### src/rtl/lpm_pkg.sv
package lpm_pkg;
  typedef enum logic [1:0] {
    MODE_RUN  = 2'b00,
    MODE_WAIT = 2'b01,
    MODE_STOP = 2'b10
  } lpm_mode_e;
endpackage

### src/rtl/lpm_rx_sync.sv
module lpm_rx_sync #(
  parameter int SYNC_STAGES = 2
) (
  input  logic clk,
  input  logic rst_n,
  input  logic line_i,
  output logic rise_o
);
  localparam int LAST = SYNC_STAGES - 1;

  // stages 0..LAST synchronize; stage SYNC_STAGES holds the previous value
  logic [SYNC_STAGES:0] pipe_q;
  logic [SYNC_STAGES:0] pipe_d;

  always_comb begin
    pipe_d[0] = line_i;
  end

  for (genvar g = 1; g <= SYNC_STAGES; g++) begin : g_stage
    always_comb pipe_d[g] = pipe_q[g-1];
  end

  always_ff @(posedge clk or negedge rst_n) begin
    if (!rst_n) pipe_q <= '0;
    else        pipe_q <= pipe_d;
  end

  assign rise_o = pipe_q[LAST] & ~pipe_q[SYNC_STAGES];

  // an edge event lasts one cycle only
  assert_rise_single_R4: assert property (@(posedge clk) disable iff (!rst_n)
    rise_o |=> !rise_o);
endmodule

### src/rtl/lpm_mode_fsm.sv
module lpm_mode_fsm
  import lpm_pkg::*;
(
  input  logic      clk,
  input  logic      rst_n,
  input  logic      wait_req_i,
  input  logic      stop_req_i,
  input  logic      wait_as_stop_i,
  input  logic      eof_valid_i,
  input  logic      line_rise_i,
  input  logic      irq_ack_i,
  output lpm_mode_e mode_o,
  output logic      irq_o
);
  lpm_mode_e mode_q, mode_d;
  logic      irq_q, irq_d;
  logic      wake;
  logic      go_stop, go_wait;

  always_comb begin
    go_stop = stop_req_i | (wait_req_i & wait_as_stop_i);
    go_wait = wait_req_i & ~wait_as_stop_i;
    unique case (mode_q)
      MODE_WAIT: wake = line_rise_i | eof_valid_i;
      MODE_STOP: wake = line_rise_i;
      default:   wake = 1'b0;
    endcase
  end

  always_comb begin
    mode_d = mode_q;
    unique case (mode_q)
      MODE_RUN: begin
        if (go_stop)      mode_d = MODE_STOP;
        else if (go_wait) mode_d = MODE_WAIT;
      end
      MODE_WAIT, MODE_STOP: begin
        if (wake) mode_d = MODE_RUN;
      end
      default: mode_d = MODE_RUN;
    endcase
  end

  always_comb begin
    irq_d = irq_q;
    if (irq_ack_i) irq_d = 1'b0;
    else if (wake) irq_d = 1'b1;
  end

  always_ff @(posedge clk or negedge rst_n) begin
    if (!rst_n) begin
      mode_q <= MODE_RUN;
      irq_q  <= 1'b0;
    end else begin
      mode_q <= mode_d;
      irq_q  <= irq_d;
    end
  end

  assign mode_o = mode_q;
  assign irq_o  = irq_q;

  assert_stop_entry_R3: assert property (@(posedge clk) disable iff (!rst_n)
    (mode_q == MODE_RUN && stop_req_i) |=> mode_q == MODE_STOP);
  assert_wait_entry_R2: assert property (@(posedge clk) disable iff (!rst_n)
    (mode_q == MODE_RUN && wait_req_i && !wait_as_stop_i && !stop_req_i) |=> mode_q == MODE_WAIT);
  assert_eof_wake_R5: assert property (@(posedge clk) disable iff (!rst_n)
    (mode_q == MODE_WAIT && eof_valid_i && !irq_ack_i) |=> (irq_q && mode_q == MODE_RUN));
  assert_stop_hold_R6: assert property (@(posedge clk) disable iff (!rst_n)
    (mode_q == MODE_STOP && !line_rise_i) |=> mode_q == MODE_STOP);
  assert_ack_clears_R7: assert property (@(posedge clk) disable iff (!rst_n)
    irq_ack_i |=> !irq_q);
  assert_run_no_irq_R8: assert property (@(posedge clk) disable iff (!rst_n)
    (mode_q == MODE_RUN && !irq_q) |=> !irq_q);
endmodule

### src/rtl/lpm_loop_switch.sv
module lpm_loop_switch (
  input  logic clk,
  input  logic rst_n,
  input  logic loop_req_i,
  input  logic tx_digital_i,
  input  logic phy_rx_i,
  output logic rx_digital_o,
  output logic phy_tx_o
);
  logic loop_q;
  logic loop_d;

  always_comb loop_d = loop_req_i;

  always_ff @(posedge clk or negedge rst_n) begin
    if (!rst_n) loop_q <= 1'b0;
    else        loop_q <= loop_d;
  end

  always_comb begin
    if (loop_q) begin
      rx_digital_o = tx_digital_i;
      phy_tx_o     = 1'b0;
    end else begin
      rx_digital_o = phy_rx_i;
      phy_tx_o     = tx_digital_i;
    end
  end

  assert_loop_passive_R9: assert property (@(posedge clk) disable iff (!rst_n)
    loop_req_i |=> !phy_tx_o);
endmodule

### src/rtl/lpm_wake_ctrl.sv
module lpm_wake_ctrl
  import lpm_pkg::*;
#(
  parameter int SYNC_STAGES = 2
) (
  input  logic       clk,
  input  logic       rst_n,
  input  logic       wait_req_i,
  input  logic       stop_req_i,
  input  logic       wait_as_stop_i,
  input  logic       eof_valid_i,
  input  logic       irq_ack_i,
  input  logic       loopback_en_i,
  input  logic       tx_digital_i,
  output logic       rx_digital_o,
  input  logic       phy_rx_i,
  output logic       phy_tx_o,
  output logic       clk_en_o,
  output logic       irq_o,
  output logic [1:0] mode_o
);
  logic      line_rise;
  lpm_mode_e mode;

  lpm_rx_sync #(.SYNC_STAGES(SYNC_STAGES)) u_sync (
    .clk    (clk),
    .rst_n  (rst_n),
    .line_i (phy_rx_i),
    .rise_o (line_rise)
  );

  lpm_mode_fsm u_fsm (
    .clk            (clk),
    .rst_n          (rst_n),
    .wait_req_i     (wait_req_i),
    .stop_req_i     (stop_req_i),
    .wait_as_stop_i (wait_as_stop_i),
    .eof_valid_i    (eof_valid_i),
    .line_rise_i    (line_rise),
    .irq_ack_i      (irq_ack_i),
    .mode_o         (mode),
    .irq_o          (irq_o)
  );

  lpm_loop_switch u_loop (
    .clk          (clk),
    .rst_n        (rst_n),
    .loop_req_i   (loopback_en_i),
    .tx_digital_i (tx_digital_i),
    .phy_rx_i     (phy_rx_i),
    .rx_digital_o (rx_digital_o),
    .phy_tx_o     (phy_tx_o)
  );

  assign clk_en_o = (mode != MODE_STOP);
  assign mode_o   = mode;

  assert_stop_gates_R3: assert property (@(posedge clk) disable iff (!rst_n)
    (mode_o == 2'b00 && stop_req_i) |=> !clk_en_o);
  assert_stop_wake_R6: assert property (@(posedge clk) disable iff (!rst_n)
    (mode_o == 2'b10 && line_rise && !irq_ack_i) |=> (clk_en_o && irq_o));
endmodule

### config.mk
export PLATFORM = sky130hd
export DESIGN_NAME = lpm_wake_ctrl
export DESIGN_NICKNAME = d
export VERILOG_FILES = /design/src/rtl/lpm_pkg.sv /design/src/rtl/lpm_rx_sync.sv /design/src/rtl/lpm_mode_fsm.sv /design/src/rtl/lpm_loop_switch.sv /design/src/rtl/lpm_wake_ctrl.sv
export SDC_FILE = /design/constraint.sdc
export NUM_CORES = 1
export LEC_CHECK = 0
export BUFFER_PORTS_ARGS = -buffer_cell sky130_fd_sc_hd__buf_2
export CAP_MARGIN = 20
export CORE_AREA = 2 2 39 41
export CTS_BUF_LIST = sky130_fd_sc_hd__clkbuf_4
export DETAILED_ROUTE_END_ITERATION = 10
export DIE_AREA = 0 0 41 43
export MAX_ROUTING_LAYER = met4
export SLEW_MARGIN = 20
export SYNTH_ARGS = -nofsm -noshare
export SYNTH_HDL_FRONTEND = slang
export SYNTH_HIERARCHICAL = 1
export SYNTH_SLANG_ARGS = --single-unit
### constraint.sdc
create_clock -name clk -period 3.1 [get_ports clk]
set_input_delay 0.155 -clock clk [delete_from_list [all_inputs] [get_ports clk]]
set_output_delay 0.155 -clock clk [all_outputs]
set_load 0.01 [all_outputs]
==> metrics.txt, run 1 <==
status=completed; total overflow reported by the global router=0; slew margin rel.=0.8903; routed vias=291; class of the tightest hold or removal check=in -> reg; standard cell area after detailed placement=459.2 um2; Worst Setup Start Kind=flip-flop; share of the clock period used by the worst path after layout=0.4168; horizontal extent of the die=41 um; Synth area leader=sky130_fd_sc_hd__dfrtp_1; aggregate global-route resource usage=0.09979; leading post-synthesis cells by cell area=sky130_fd_sc_hd__dfrtp_1 48%, sky130_fd_sc_hd__ha_1 10%, sky130_fd_sc_hd__nand2b_1 5.2%, sky130_fd_sc_hd__mux2_4 4.1%, sky130_fd_sc_hd__nor2b_4 3.8%; antenna diode instance count=0; Crit Path Max Fanout=4; time the final worst path needs with I/O delays and setup=around 1300 ps; sequential-to-total area share from yosys stat=0.4811; Root Buffer=sky130_fd_sc_hd__clkbuf_4; cell count after synthesis=30; wire length of the first global-routing pass=roughly 1.1 mm; Commonest cells post-synth=7 x sky130_fd_sc_hd__dfrtp_1, 3 x sky130_fd_sc_hd__ha_1, 3 x sky130_fd_sc_hd__nand2b_1, 2 x sky130_fd_sc_hd__inv_1; Skew-Pair Late Insertion Delay=~240 ps; ratio of total power to cell area=about 750 nW/um2; kind of capture point of the worst setup path=flip-flop; number of buffers on the longest clock path=2; FILL cells=147; total nets after synthesis=43; post-route cell area=499.2 um2; PnR Total Power=between 0.3 and 0.4 mW; HPWL reported at the end of detailed placement=565 um; post-synthesis sequential element count=7; RSZ-0062 raised after global routing=false; # Post-CTS Setup Buffers=0; CTS sink count=7; maximum number of pins on one net before global-route repair=8; Hold Vio Cnt, Final=0; setup clock skew after layout=roughly 0.71 ps; number of flops mapped to enable cells by yosys=0; clock-pin slew on the worst setup and hold paths=around 50 ps; most common cell in the netlist=sky130_fd_sc_hd__dfrtp_1; ys flop type=sky130_fd_sc_hd__dfrtp_1; arrival time of the worst setup path=roughly 1500 ps; setup slack at placement=between 1500 and 2000 ps; number of warning messages in the yosys log=6; crit path setup slack, layout=about 1800 ps; total clock buffers created by CTS=3; share of async-settable or async-resettable flops after synthesis=1.000; Max Transition Viols Final=0; number of buffers inserted for hold repair after clock tree synthesis=1; Static Leakage=between 0.2 and 0.3 nW; worst path required time=3270 ps; Wirelength per Cell=approximately 10 um; number of global-route vias before repair=280; number of design rule violations left after detail routing=0; final cell count without fillers=66; Die H=approximately 43 um; Floorplan Core Area=approximately 1400 um2; clock tree from TritonCTS=built; critical path start-end classification=reg -> reg; net count of the finished layout=64; PostCTS Resize Cnt=0; global placer's final weighted congestion=around 0.66; distinct cell type count after synthesis=19; Final Setup Violations=0; post-synth design cell area=about 360 um2; die area=~1800 um2; fraction of final layout cells sized beyond drive strength 1=0.5000; # IOs=16; maximum frequency from static timing analysis=between 0.7 and 0.8 GHz; Total Neg Setup Slack=0 ps; effective utilization at floorplan=0.2631; CTS H-tree lvls=1; highest ir drop seen on vdd=0.0002584 V; number of DRC markers in iteration 0=5; post-synth top area share=0.4811; number of antenna violations at the first check in global routing=0; Max-Cap Viols=0; final WL=roughly 670 um; actual slew at the worst max-slew pin=around 160 ps; DRT Pass-1 Iters=5; Port Buffer Count=15; mean cell area of the mapped netlist=approximately 12 um2; average vias per placed instance=roughly 4.4; total placed cells including tap cells=61; final antenna-violating net count=0; FP Rows=14; synthesis-to-layout area growth=37.11%
-- final timing paths --
path	from	end	slack, ps	cells after the start
worst max-delay path	u_fsm/mode_o[0]	u_fsm/mode_o[0]	1810	5
worst min-delay path	loopback_en_i	u_loop/loop_q	20	1
worst max register to register	u_fsm/mode_o[0]	u_fsm/mode_o[0]	1810	5
worst min register to register	u_sync/pipe_q[0]	u_sync/pipe_q[1]	360	0
max in group asynchronous	rst_n	u_sync/pipe_q[0]	2680	2
min in group asynchronous	rst_n	u_fsm/mode_o[0]	270	2
-- logic make-up (layout without fill, tap and decap cells) --
| family | count (synthesis) | after routing | synth area share |
|---|---|---|---|
| compound gates | 8 | 8 | 0.1890 |
| buf+inv | 2 | 22 | 0.02063 |
| mux | 1 | 1 | 0.04123 |
| flops | 7 | 7 | 0.4811 |
| fa+ha+maj | 3 | 3 | 0.1031 |
| simple gates | 9 | 9 | 0.1649 |
-- worst max-delay path, stage by stage, from the launching register on --
cell                       delay (ps)
sky130_fd_sc_hd__dfrtp_1          400
sky130_fd_sc_hd__inv_1            140
sky130_fd_sc_hd__ha_1             160
sky130_fd_sc_hd__nand2_1          100
sky130_fd_sc_hd__a311o_1          330
sky130_fd_sc_hd__o211ai_2          80
-- metrics by stage --
step,hold slack [ps],util
5_1_grt,7.806,0.3608
6_report,21.23,0.3608
3_5_place_dp,-4.653,0.3318
3_3_place_gp,-9.290,0.3318
2_1_floorplan,-140.6,-
4_1_cts,13.81,0.3608
-- final cells by class --
class | count | area, um2 | share of cell area
Sequential cell | 7 | 175.2 | 0.3509
Clock buffer | 4 | 30.03 | 0.06015
Inverter | 2 | 7.507 | 0.01504
Tap cell | 16 | 20.02 | 0.04010
Multi-Input combinational cell | 21 | 181.4 | 0.3634
Timing Repair Buffer | 16 | 85.08 | 0.1704
-- state kept, by name, indices dropped and copies added (netlist names) --
register,count
u_fsm/mode_o,2
u_fsm/irq_o,1
u_loop/loop_q,1
u_sync/pipe_q,3
-- power breakdown --
part / switching (mW) / total [mW] / internal, mW
clock: 0.0314 / 0.0891 / 0.0577
sequential: 0.0163 / 0.126 / 0.110
combinational: 0.0829 / 0.158 / 0.0747
-- cell usage in the layout (no fill, tap or decap) --
cell type and n:
sky130_fd_sc_hd__buf_2 15, sky130_fd_sc_hd__dfrtp_1 7, sky130_fd_sc_hd__clkbuf_4 4, sky130_fd_sc_hd__nand2b_1 3, sky130_fd_sc_hd__ha_1 3, sky130_fd_sc_hd__inv_1 2
sky130_fd_sc_hd__dlygate4sd3_1 1, sky130_fd_sc_hd__nand2_1 1, sky130_fd_sc_hd__o21ai_2 1, sky130_fd_sc_hd__nand3_1 1, sky130_fd_sc_hd__a311o_1 1, sky130_fd_sc_hd__or3_1 1
sky130_fd_sc_hd__o211ai_2 1, sky130_fd_sc_hd__nor2_1 1, sky130_fd_sc_hd__a31oi_1 1, sky130_fd_sc_hd__o21ai_0 1, sky130_fd_sc_hd__a2bb2oi_1 1, sky130_fd_sc_hd__a21boi_0 1
sky130_fd_sc_hd__o21ba_2 1, sky130_fd_sc_hd__and2b_2 1, sky130_fd_sc_hd__mux2_4 1, sky130_fd_sc_hd__nor2b_4 1
-- routing by layer --
layer / share of wire / GRT usage / vias up
met5: 0 / - / -
met4: 0 / 0.06000 / 0
met3: 0.074 / 0.03141 / 0
met2: 0.49 / 0.1531 / 12
met1: 0.43 / 0.1063 / 133
li1: - / - / 146
Note: power is estimated with default switching activity, not from simulation.
==> run 2, diff against run 1 <==
Clock period 3.1 ns to 1.3 ns, I/O delays scaled along.
==> run 2 against run 1 <==
  * Die area stayed put
  * Non-clock buffer count is 3 higher
  * Final cell count increased by 4.5%
  * Register-to-register slack worse by 1700 ps
  * Clock power is 130% higher
  * Worst setup slack worse by 1700 ps
  * Largest power group unchanged
  * First-iteration DRC count did not move
  * Hold slack gained 50 ps
  * Critical path depth unchanged
  * Via count grew 4.1%
  * Core utilization up 4.8 points
  * Highest routed layer unchanged
  * Global-route usage decreased by 0.79 points
==> metrics.txt, run 2 (same netlist as run 1, synthesis figures left out) <==
DRT Pass-1 Iters=4; # IOs=16; horizontal extent of the die=41 um; wire length of the first global-routing pass=roughly 1.1 mm; net count of the finished layout=67; Max Transition Viols Final=0; number of DRC markers in iteration 0=5; status=completed; worst path required time=1460 ps; Skew-Pair Late Insertion Delay=roughly 240 ps; Hold Vio Cnt, Final=0; Floorplan Core Area=approximately 1400 um2; internal power=between 0.6 and 0.7 mW; die area=roughly 1800 um2; kind of capture point of the worst setup path=flip-flop; Total Neg Setup Slack=0 ps; total overflow reported by the global router=0; clock network fraction of total power=0.204; register with the most flip-flops=u_sync/pipe_q; sequential power share=0.307; worst hold path cell count=2; cell family with most CP delay=compound AO/OA/AOI/OAI gates; final design utilization=0.4087; worst-path cell chain=inv_2 > ha_4 > o21ai_4 > a311o_1 > o211ai_2; final antenna-violating net count=0; Root Buffer=sky130_fd_sc_hd__clkbuf_4; actual slew at the worst max-slew pin=~160 ps; Switching Fraction=0.3572; endpoint with the worst hold slack=u_fsm/irq_o; FP Rows=14; number of buffers on the longest clock path=2; clock tree from TritonCTS=built; final WL=slightly above 700 um; aggregate global-route resource usage=0.09186; clock-pin slew on the worst setup and hold paths=roughly 50 ps; # Post-CTS Setup Buffers=0; setup clock skew after layout=2.623 ps; Static Leakage=0.2677 nW; FILL cells=131; effective utilization at floorplan=0.2631; Crit Path Max Fanout=4; Die H=43 um; post-route cell area=around 570 um2; synthesis-to-layout area growth=55.33%; number of design rule violations left after detail routing=0; final cell count without fillers=slightly below 70; Worst Reg2Reg Path Length in Cells=5; number of antenna violations at the first check in global routing=0; CTS sink count=7; combinational share of power=0.489; slowest stage delay, CP=roughly 420 ps; maximum number of pins on one net before global-route repair=8; CTS H-tree lvls=1; cell with the biggest individual delay on the critical path=sky130_fd_sc_hd__dfrtp_1; PnR Total Power=1.025 mW; HPWL reported at the end of detailed placement=around 510 um; total placed cells including tap cells=between 60 and 70; slew margin rel.=0.8927; time the final worst path needs with I/O delays and setup=~1200 ps; routed vias=between 300 and 400; fraction of final layout cells sized beyond drive strength 1=0.6038; terminus of the critical flop-to-flop path=u_fsm/mode_o[0]; Final Setup Violations=0; ratio of total power to cell area=roughly 1800 nW/um2; Wirelength per Cell=between 10 and 15 um; hold path startpoint=irq_ack_i; Buf/Inv on CP=1; share of the clock period used by the worst path after layout=0.9547; FF-to-FF setup slack=about 59 ps; highest ir drop seen on vdd=a little under 0.0008 V; total clock buffers created by CTS=3; most common cell after layout, fill and taps aside=sky130_fd_sc_hd__buf_2; global placer's final weighted congestion=just over 0.7; Port Buffer Count=15; Worst Setup Start Kind=flip-flop; average vias per placed instance=between 4 and 5; number of flip-flops under the largest register name=3; critical path start-end classification=reg -> reg; class of the tightest hold or removal check=in -> reg; maximum frequency from static timing analysis=between 0.8 and 0.9 GHz; total net switching power=0.3662 mW; Max-Cap Viols=0; start of the worst register-to-register path=u_fsm/mode_o[1]; commonest non-fill, non-tap cells in the layout=15 x sky130_fd_sc_hd__buf_2, 6 x sky130_fd_sc_hd__dfrtp_1, 4 x sky130_fd_sc_hd__clkbuf_4; arrival time of the worst setup path=1410 ps; antenna diode instance count=0; number of global-route vias before repair=roughly 280; standard cell area after detailed placement=466.7 um2
run 2: cell count changes in the layout (fill, tap and decap cells not counted), moves of 2 or more:
cell	change
sky130_fd_sc_hd__dlygate4sd3_1	+2
sky130_fd_sc_hd__ha_1	-2
sky130_fd_sc_hd__ha_4	+2
sky130_fd_sc_hd__inv_1	-2
run 2: area by class of cell:
cell class                      count  area (um2)  area share
Inverter                            2       10.01     0.01770
Sequential cell                     7       176.4      0.3119
Multi-Input combinational cell     21       216.5      0.3827
Clock buffer                        4       30.03     0.05310
Timing Repair Buffer               19       112.6      0.1991
Tap cell                           16       20.02     0.03540
run 2: worst max path at each step:
| stage | start | to | cells past startpoint |
|---|---|---|---|
| after detailed placement | u_fsm/mode_o[0] | u_fsm/irq_o | 4 |
| final | u_fsm/mode_o[1] | u_fsm/mode_o[0] | 5 |
| after global routing | u_fsm/mode_o[1] | u_fsm/mode_o[0] | 5 |
| after floorplan | u_fsm/mode_o[0] | u_fsm/irq_o | 4 |
| after global placement | u_fsm/mode_o[0] | u_fsm/irq_o | 4 |
| after CTS | u_fsm/mode_o[0] | u_fsm/irq_o | 4 |
run 2: power by group through the flow:
stage / Combinational [mW] / Sequential (mW) / Clock (mW)
after detailed placement: 0.403 / 0.300 / 0
after CTS: 0.411 / 0.297 / 0.217
after global placement: 0.400 / 0.302 / 0
final: 0.501 / 0.315 / 0.209
after global routing: 0.568 / 0.319 / 0.231
after floorplan: 0.242 / 0.316 / 0
run 2: metrics by stage:
stage / hold slack [ps] / setup slack [ps]
floorplan: -230.6 / 36.56
global route: 58.00 / -6.368
global placement: -97.12 / 45.57
detailed placement: -95.83 / 49.91
finish: 70.85 / 58.94
CTS: 59.20 / 41.72
run 2: per-layer routing:
metal  up-vias  GRT usage  part of all wire
li1        152          -                 -
met1       137     0.1212              0.44
met2        14     0.1250              0.49
met3         0    0.04712             0.071
met4         0    0.02000                 0
met5         -          -                 0
run 2: what timing repair did:
item / CTS / global route
endpoints found under the hold margin: 9 / 0
hold buffers: 3 / 0
setup endpoints to repair: 0 / 3
gates resized for setup: 0 / 9
==> run 3, diff against run 2 <==
Clock period 1.3 ns to 1.5 ns, I/O delays scaled along.
==> run 3 against run 2 <==
  * Sequential power is 18% lower
  * Critical path type unchanged
  * Combinational power shrank 34%
  * Clock skew is 0.96 ps higher
  * Clock power down 11%
  * Critical path depth shrank 1
  * Largest cell class unchanged
  * Global-route usage decreased by 0.96 points
==> metrics.txt, run 3 (same netlist as run 1, synthesis figures left out) <==
status=completed; wire length of the first global-routing pass=slightly above 900 um; horizontal extent of the die=roughly 41 um; Floorplan Core Area=1384 um2; terminus of the critical flop-to-flop path=u_fsm/irq_o; synthesis-to-layout area growth=42.61%; die area=about 1800 um2; Hold Vio Cnt, Final=0; final worst hold slack=between 60 and 70 ps; Total Neg Setup Slack=0 ps; Port Buffer Count=15; worst path required time=roughly 1600 ps; time the final worst path needs with I/O delays and setup=1282 ps; total net switching power=0.2718 mW; global placer's final weighted congestion=around 0.65; Static Leakage=0.2629 nW; internal power=just over 0.5 mW; met1 usage=0.1137; FP Rows=14; DRT Pass-1 Iters=4; CTS H-tree lvls=1; post-route cell area=slightly above 500 um2; Die H=~43 um; actual slew at the worst max-slew pin=175.1 ps; RSZ-0062 raised after global routing=false; commonest non-fill, non-tap cells in the layout=15 x sky130_fd_sc_hd__buf_2, 7 x sky130_fd_sc_hd__dfrtp_1, 4 x sky130_fd_sc_hd__clkbuf_4; combinational share of power=0.426; Top Usage Layer GRT=met1; arrival time of the worst setup path=1420 ps; final cell count without fillers=68; clock-pin slew on the worst setup and hold paths=50 ps; slew margin rel.=0.8822; total clock buffers created by CTS=3; Final Setup Violations=0; standard cell area after detailed placement=around 460 um2; maximum frequency from static timing analysis=around 0.78 GHz; Worst Setup Start Kind=flip-flop; highest ir drop seen on vdd=roughly 0.00053 V; total overflow reported by the global router=0; Crit Path Max Fanout=4; PnR Total Power=a little under 0.8 mW; # IOs=16; start of the worst register-to-register path=u_fsm/mode_o[0]; global routing usage on met2=0.09375; clock network fraction of total power=0.241; crit path setup slack, layout=roughly 220 ps; met3 Usage GRT=0.03141; critical path start-end classification=reg -> reg; Worst Reg2Reg Path Length in Cells=4; final antenna-violating net count=0; launching instance or port of the critical path=u_fsm/mode_o[0]; average vias per placed instance=4.191; antenna diode instance count=0; FF-to-FF setup slack=roughly 220 ps; effective utilization at floorplan=0.2631; kind of capture point of the worst setup path=flip-flop; Root Buffer=sky130_fd_sc_hd__clkbuf_4; final WL=636 um; HPWL reported at the end of detailed placement=around 470 um; Skew-Pair Late Insertion Delay=about 250 ps; worst hold path cell count=2; number of flip-flops under the largest register name=3; routed vias=about 290; net count of the finished layout=66; fraction of final layout cells sized beyond drive strength 1=0.4808; setup slack at placement=204.2 ps; register with the most flip-flops=u_sync/pipe_q; capturing element of the worst setup path=u_fsm/irq_o; Max-Cap Viols=0; class of the tightest hold or removal check=in -> reg; share of the clock period used by the worst path after layout=0.8544; number of buffers on the longest clock path=2; Switching Fraction=0.3501; setup clock skew after layout=approximately 3.6 ps; sequential power share=0.333; ratio of total power to cell area=approximately 1500 nW/um2; maximum number of pins on one net before global-route repair=8; number of antenna violations at the first check in global routing=0; CTS sink count=7; total placed cells including tap cells=61; number of global-route vias before repair=244; most common cell after layout, fill and taps aside=sky130_fd_sc_hd__buf_2; aggregate global-route resource usage=0.08229; Wirelength per Cell=between 9 and 10 um; number of design rule violations left after detail routing=0; Max Transition Viols Final=0; clock tree from TritonCTS=built; number of DRC markers in iteration 0=3; final design utilization=0.3752
-- run 3: cell count changes in the layout (fill, tap and decap cells not counted), sizes merged --
| cell | change |
|---|---|
| buf | -1 |
-- run 3: final cells by class --
cell class | instances | area, um2
Sequential cell | 7 | 175.2
Clock buffer | 4 | 30.03
Multi-Input combinational cell | 21 | 181.4
Tap cell | 16 | 20.02
Inverter | 2 | 7.507
Fill cell | 142 | 864.6
Timing Repair Buffer | 18 | 105.1
-- run 3: power by group through the flow --
stage | Clock [mW] | Sequential [mW] | Combinational [mW]
floorplan | 0 | 0.274 | 0.210
global placement | 0 | 0.262 | 0.329
detailed placement | 0 | 0.262 | 0.327
CTS | 0.197 | 0.260 | 0.334
global route | 0.203 | 0.266 | 0.371
finish | 0.187 | 0.259 | 0.330
-- run 3: worst min path at each step --
| stage | from | to | slack [ps] |
|---|---|---|---|
| 5_1_grt | irq_ack_i | u_fsm/irq_o | 70 |
| 3_3_place_gp | rst_n | u_loop/loop_q | -90 |
| 4_1_cts | irq_ack_i | u_fsm/irq_o | 60 |
| 6_report | irq_ack_i | u_fsm/irq_o | 70 |
| 2_1_floorplan | rst_n | u_fsm/irq_o | -220 |
| 3_5_place_dp | rst_n | u_fsm/irq_o | -90 |
-- run 3: timing repair --
item                      4_1_cts  5_1_grt
hold buffers                    3        0
hold endpoints to repair        9        0
resized for setup               0        0
buffers inserted                0        0
-- run 3: per-layer routing --
| layer | vias to the layer above | part of all wire |
|---|---|---|
| met3 | 0 | 0.063 |
| met1 | 123 | 0.49 |
| met2 | 12 | 0.44 |
| met5 | - | 0 |
| met4 | 0 | 0 |
| li1 | 150 | - |
-- run 3: worst max-delay path, cell delays in order (launching register included) --
cell,delay (ps)
sky130_fd_sc_hd__dfrtp_1,400
sky130_fd_sc_hd__inv_1,150
sky130_fd_sc_hd__ha_1,290
sky130_fd_sc_hd__a21boi_0,140
sky130_fd_sc_hd__o21ba_2,200
